<file path="src/rtl/vram_arb_pkg.sv">
package vram_arb_pkg;

    parameter int PHASE_W     = 3;
    parameter int BUSY_PHASES = 6;

    localparam int NUM_PHASES = 1 << PHASE_W;

    typedef logic [PHASE_W-1:0] phase_t;

    // Snapshot of the CPU bus for one T-state
    typedef struct packed {
        logic first;   // opening T-state of an M-cycle
        logic mem;     // memory strobe active
        logic io;      // I/O strobe active
        logic region;  // address inside the shared window
    } cpu_req_t;

    // Shared window: A15 = 0, A14 = 1
    function automatic logic in_shared_window(input logic [1:0] top);
        return top == 2'b01;
    endfunction

endpackage

</file>
<file path="src/rtl/vram_slot_timer.sv">
module vram_slot_timer
    import vram_arb_pkg::*;
#(
    parameter int PW   = PHASE_W,
    parameter int BUSY = BUSY_PHASES
) (
    input  logic          clk,
    input  logic          rst,
    input  logic          disp_active,
    output logic [PW-1:0] phase,
    output logic          busy,
    output logic          busy_last
);

    localparam logic [PW-1:0] LAST_BUSY = PW'(BUSY - 1);
    localparam logic [PW-1:0] BUSY_LIM  = PW'(BUSY);

    logic [PW-1:0] phase_q;

    always_ff @(posedge clk) begin
        if (rst || !disp_active) begin
            phase_q <= '0;
        end else begin
            phase_q <= phase_q + 1'b1;
        end
    end

    assign phase     = phase_q;
    assign busy      = disp_active && (phase_q < BUSY_LIM);
    assign busy_last = busy && (phase_q == LAST_BUSY);

endmodule

</file>
<file path="src/rtl/vram_stall_ctl.sv">
module vram_stall_ctl
    import vram_arb_pkg::*;
(
    input  logic     clk,
    input  logic     rst,
    input  logic     disp_active,
    input  logic     busy,
    input  logic     busy_last,
    input  cpu_req_t req,
    output logic     stall
);

    logic stall_q;
    logic start_hit;
    logic keep_going;

    // A stall is only ever opened on the first T-state of an M-cycle
    assign start_hit  = req.first && req.region && (req.mem || req.io);
    // The stall must end when the next phase is free
    assign keep_going = busy && !busy_last;

    always_ff @(posedge clk) begin
        if (rst) begin
            stall_q <= 1'b0;
        end else begin
            stall_q <= disp_active && keep_going && (stall_q || start_hit);
        end
    end

    assign stall = stall_q;

endmodule

</file>
<file path="src/rtl/vram_snoop_detect.sv">
module vram_snoop_detect
    import vram_arb_pkg::*;
(
    input  logic     clk,
    input  logic     rst,
    input  logic     disp_active,
    input  logic     busy,
    input  logic     stall,
    input  cpu_req_t req,
    output logic     corrupt
);

    logic corrupt_q;
    logic late_mem;

    // Memory strobe seen after the opening T-state (e.g. refresh half of M1)
    assign late_mem = req.mem && !req.first && req.region;

    always_ff @(posedge clk) begin
        if (rst) begin
            corrupt_q <= 1'b0;
        end else begin
            corrupt_q <= disp_active && busy && late_mem && !stall;
        end
    end

    assign corrupt = corrupt_q;

endmodule

</file>
<file path="src/rtl/vram_contention.sv">
module vram_contention
    import vram_arb_pkg::*;
(
    input  logic       clk,
    input  logic       rst,
    input  logic [1:0] addr_top,
    input  logic       addr_lsb,
    input  logic       mreq_n,
    input  logic       iorq_n,
    input  logic       mcycle_first,
    input  logic       disp_active,
    output logic       wait_n,
    output logic       fetch_corrupt,
    output logic       port_sel
);

    cpu_req_t req;
    phase_t   phase;
    logic     busy;
    logic     busy_last;
    logic     stall;
    logic     corrupt;

    always_comb begin
        req.first  = mcycle_first;
        req.mem    = !mreq_n;
        req.io     = !iorq_n;
        req.region = in_shared_window(addr_top);
    end

    vram_slot_timer #(
        .PW   (PHASE_W),
        .BUSY (BUSY_PHASES)
    ) u_timer (
        .clk         (clk),
        .rst         (rst),
        .disp_active (disp_active),
        .phase       (phase),
        .busy        (busy),
        .busy_last   (busy_last)
    );

    vram_stall_ctl u_stall (
        .clk         (clk),
        .rst         (rst),
        .disp_active (disp_active),
        .busy        (busy),
        .busy_last   (busy_last),
        .req         (req),
        .stall       (stall)
    );

    vram_snoop_detect u_snoop (
        .clk         (clk),
        .rst         (rst),
        .disp_active (disp_active),
        .busy        (busy),
        .stall       (stall),
        .req         (req),
        .corrupt     (corrupt)
    );

    assign wait_n        = !stall;
    assign fetch_corrupt = corrupt;
    // Partial decode: only the I/O strobe and A0 matter
    assign port_sel      = !iorq_n && !addr_lsb;

endmodule

</file>
<file path="config.mk">
export PLATFORM = sky130hd
export DESIGN_NAME = vram_contention
export DESIGN_NICKNAME = d
export VERILOG_FILES = /design/src/rtl/vram_arb_pkg.sv /design/src/rtl/vram_slot_timer.sv /design/src/rtl/vram_stall_ctl.sv /design/src/rtl/vram_snoop_detect.sv /design/src/rtl/vram_contention.sv
export SDC_FILE = /design/constraint.sdc
export NUM_CORES = 1
export LEC_CHECK = 0
export BUFFER_PORTS_ARGS = -buffer_cell sky130_fd_sc_hd__buf_2
export CORE_AREA = 4 4 41 43
export CTS_BUF_LIST = sky130_fd_sc_hd__clkbuf_16
export CTS_CLUSTER_DIAMETER = 150
export CTS_CLUSTER_SIZE = 25
export DETAILED_ROUTE_END_ITERATION = 8
export DIE_AREA = 0 0 45 47
export PLACE_DENSITY_LB_ADDON = 0.12
export RECOVER_POWER = 25
export SLEW_MARGIN = 15
export SYNTH_ARGS = -nofsm -noshare
export SYNTH_HDL_FRONTEND = slang
export SYNTH_SLANG_ARGS = --single-unit
</file>
<file path="constraint.sdc">
create_clock -name clk -period 1.15 [get_ports clk]
set_clock_uncertainty 0.15 [all_clocks]
set_input_delay 0.23 -clock clk [delete_from_list [all_inputs] [get_ports clk]]
set_output_delay 0.23 -clock clk [all_outputs]
set_load 0.05 [all_outputs]
</file>
==> impl_summary.txt <==
----------------------------------------------------
[Drt]
  Detail-routed via count per cell ... between 3 and 4
  Wire length per cell ... 8.92 um
  Post-detailed-routing wire length ... 473 um
  Antenna viol nets, final ... 0
  Total via count after detailed routing ... 208
  Detailed-routing iteration count for the pre-antenna-repair pass ... 1
  DRC marker count from the first detailed-route iteration ... 0
  DRC Markers ... 0

[Global route]
  Wire length of the first global-routing pass ... 800 um
  Aggregate global routing overflow ... 0
  Pin count of the biggest net entering global routing ... 6
  Overall routing resource usage ... 0.0609
  Antenna violations before repair ... 0
  Via count of the first global-routing pass ... between 200 and 250

[Worst setup path]
  Register-to-register path setup slack ... about 0.080 ns
  CP required ... ~0.77 ns
  Worst Setup Path Type ... reg2out
  CP endpoint kind ... output pin
  Data arrival time of the critical path ... about 0.74 ns
  Startpoint types ... flop
  Critical path peak fanout ... 3

[CTS]
  Hold bufs inserted after CTS ... 0
  Clock root cell ... sky130_fd_sc_hd__clkbuf_16
  Clk pin slew, worst setup/hold paths ... 0.03 ns
  Number of levels the H-tree was split into ... 1
  Setup Buffers After CTS ... 0
  Clock insertion delay at the later pin of the skew report ... 0.22 ns
  Deepest clock path buffer count ... 2
  Clock buffer count from CTS ... 3
  Clock tree from TritonCTS ... done
  Clock sink total ... 5

[Layout]
  Area growth syn-to-layout ... 70.2%
  Non-Filler Cell Area, Final ... 400 um^2
  Net total in the final layout ... 50
  Total inserted antenna cells ... 0
  Finished Layout Cells ... 53
  Layout cells sized above 1 ... 0.553

[STA]
  Measured slew at the worst slew-check pin ... about 0.25 ns
  Number of slew-limit violations in the final report ... 0
  Final hold violation count ... 0
  TNS Setup ... 0 ns
  Highest attainable clock frequency ... 892 MHz
  Minimum period implied by the final worst setup slack ... 1.12 ns
  Final worst-path cycle share ... 0.974
  Hold slack ... between 0.1 and 0.15 ns
  Worst max-slew margin expressed relative to the limit ... 0.834
  Unrepaired setup endpoints after global routing ... no
  Endpoints failing setup ... 0

[Die]
  Placement row count ... 13
  DIE WIDTH ... between 40 and 50 um
  Core region area ... 1300 um^2
  Boundary pin count ... 12
  Vertical extent of the die ... around 47 um
  Die Area ... approximately 2100 um^2
  Starting density of the core ... 0.181

[Power]
  Internal power contribution ... 0.000654 W
  Pwr dens ... about 2000 nW/um^2
  Static leakage ... around 0.19 nW
  Switching part of the total power ... 0.172
  Reported net switching power ... ~0.00014 W
  Gate power share ... 0.067
  Max VDD drop ... roughly 0.73 mV
  Overall Power ... between 0.0007 and 0.0008 W
  Part of the power in registers ... 0.232
  Proportion of power drawn by the clock network ... 0.701

[Logic synthesis]
  Post-synthesis cell area ... around 240 um^2
  Cell type contributing the most total cell area after synthesis ... sky130_fd_sc_hd__dfxtp_1
  Per-instance average area after synthesis ... approximately 10 um^2
  Fraction of the yosys area taken by sequential cells ... 0.426
  Yosys reg bits ... 5
  Share of Yosys cell area claimed by the top area cell type ... 0.426
  Number of warnings printed during yosys synthesis ... 0
  Syn Inst Count ... 23
  Leading post-synthesis cells by cell area ... sky130_fd_sc_hd__dfxtp_1 43%, sky130_fd_sc_hd__ha_1 11%, sky130_fd_sc_hd__nor3_2 8.5%, sky130_fd_sc_hd__nor2_1 6.4%, sky130_fd_sc_hd__nand2b_4 5.9%
  Net Count, Synth ... 34
  Number of library cell types mapped by synthesis ... 12

[Placed design]
  Port-buffer cells ... 11
  Half-perimeter wire length of the detailed placement result ... roughly 380 um
  Dpl cells ... 49
  Post-DP Area ... 312 um^2
  Last weighted congestion value of the routability-driven placer ... 0.673

[Min path]
  Tightest Hold Check Type ... in2reg

[Run status]
  Outcome ... finished clean

[Job]
  Max-cap check violation count ... 0

----------------------------------------------------
[stage by stage]
stage / setup slack [ns] / util
after CTS: 0.00878 / 0.308
final: 0.0295 / 0.308
after global placement: 0.0936 / 0.239
after global routing: 0.00931 / 0.308
after detailed placement: 0.0776 / 0.239
after floorplan: 0.120 / -
[metal layers]
metal | track usage | share of wire
met1 | 0.0569 | 0.40
met2 | 0.0791 | 0.43
met4 | 0.0877 | 0.021
met3 | 0.0345 | 0.14
met5 | 0 | 0
[synthesized netlist by cell type]
cell type and count:
sky130_fd_sc_hd__dfxtp_1 5, sky130_fd_sc_hd__nor2_1 4, sky130_fd_sc_hd__ha_1 2, sky130_fd_sc_hd__inv_1 2, sky130_fd_sc_hd__nand2_1 2, sky130_fd_sc_hd__nor3_2 2
sky130_fd_sc_hd__a31oi_1 1, sky130_fd_sc_hd__and4b_1 1, sky130_fd_sc_hd__nand2b_4 1, sky130_fd_sc_hd__nor2b_4 1, sky130_fd_sc_hd__o21a_1 1, sky130_fd_sc_hd__xnor2_1 1
[kinds of logic (layout without fill, tap and decap cells)]
logic type	count (synthesis)	in the layout	share of synthesized area
AND/OR/NAND/NOR	11	11	0.340
flip-flops	5	5	0.426
adder cells (fa/ha/maj)	2	2	0.106
AO/OA/AOI/OAI	2	2	0.0585
buffers and inverters	2	17	0.0319
XOR/XNOR	1	1	0.0372
[layout make-up]
type                    count  area, um^2
clock buffers               3        75.1
clock inverters             1        3.75
fillers                   157         901
inverters                   2        7.51
multi-input cells          16         130
flip-flops and latches      5         101
well taps                  15        18.8
repair buffers             11        63.8
[what timing repair did]
item | in CTS | in global routing
gates resized for setup | 4 | 1
endpoints found under the setup margin | 2 | 1
cloned | 0 | 0
[flip-flops by register name, indices dropped and copies added (netlist names)]
| register | count |
|---|---|
| u_snoop.corrupt | 1 |
| u_timer.phase | 3 |
| u_stall.stall | 1 |
[layout by cell type (no fill, tap or decap)]
master / n
sky130_fd_sc_hd__nand2b_4: 1
sky130_fd_sc_hd__o21a_1: 1
sky130_fd_sc_hd__ha_1: 2
sky130_fd_sc_hd__inv_2: 1
sky130_fd_sc_hd__nor3_2: 2
sky130_fd_sc_hd__dfxtp_2: 1
sky130_fd_sc_hd__dfxtp_1: 4
sky130_fd_sc_hd__buf_4: 1
sky130_fd_sc_hd__buf_6: 1
sky130_fd_sc_hd__nor2_1: 3
sky130_fd_sc_hd__buf_2: 9
sky130_fd_sc_hd__clkbuf_16: 3
sky130_fd_sc_hd__inv_1: 2
sky130_fd_sc_hd__xnor2_1: 1
sky130_fd_sc_hd__and4b_1: 1
sky130_fd_sc_hd__nor2b_4: 1
sky130_fd_sc_hd__a31oi_1: 1
sky130_fd_sc_hd__nor2_2: 1
sky130_fd_sc_hd__nand2_1: 2
[worst paths after layout]
kind	from	endpoint	cells after the start
worst min register to register	u_timer.phase[0]$_SDFF_PP0_	u_timer.phase[0]$_SDFF_PP0_	1
worst max register to register	u_timer.phase[1]$_SDFF_PP0_	u_stall.stall$_SDFF_PP0_	4
worst min-delay path	disp_active	u_stall.stall$_SDFF_PP0_	3
worst max-delay path	u_stall.stall$_SDFF_PP0_	wait_n	2
[worst max-delay path: stages (launching register included)]
cell                      delay [ns]
sky130_fd_sc_hd__dfxtp_2        0.34
sky130_fd_sc_hd__inv_2          0.04
sky130_fd_sc_hd__buf_6          0.14
[power by group through the flow]
stage	registers (W)	logic, W	clock network, W
final	0.000183	0.0000527	0.000554
after global routing	0.000184	0.0000587	0.000580
after CTS	0.000183	0.0000535	0.000572
after detailed placement	0.000185	0.0000522	0
after global placement	0.000185	0.0000513	0
after floorplan	0.000186	0.0000280	0
Power figures use the tool's default switching activity.
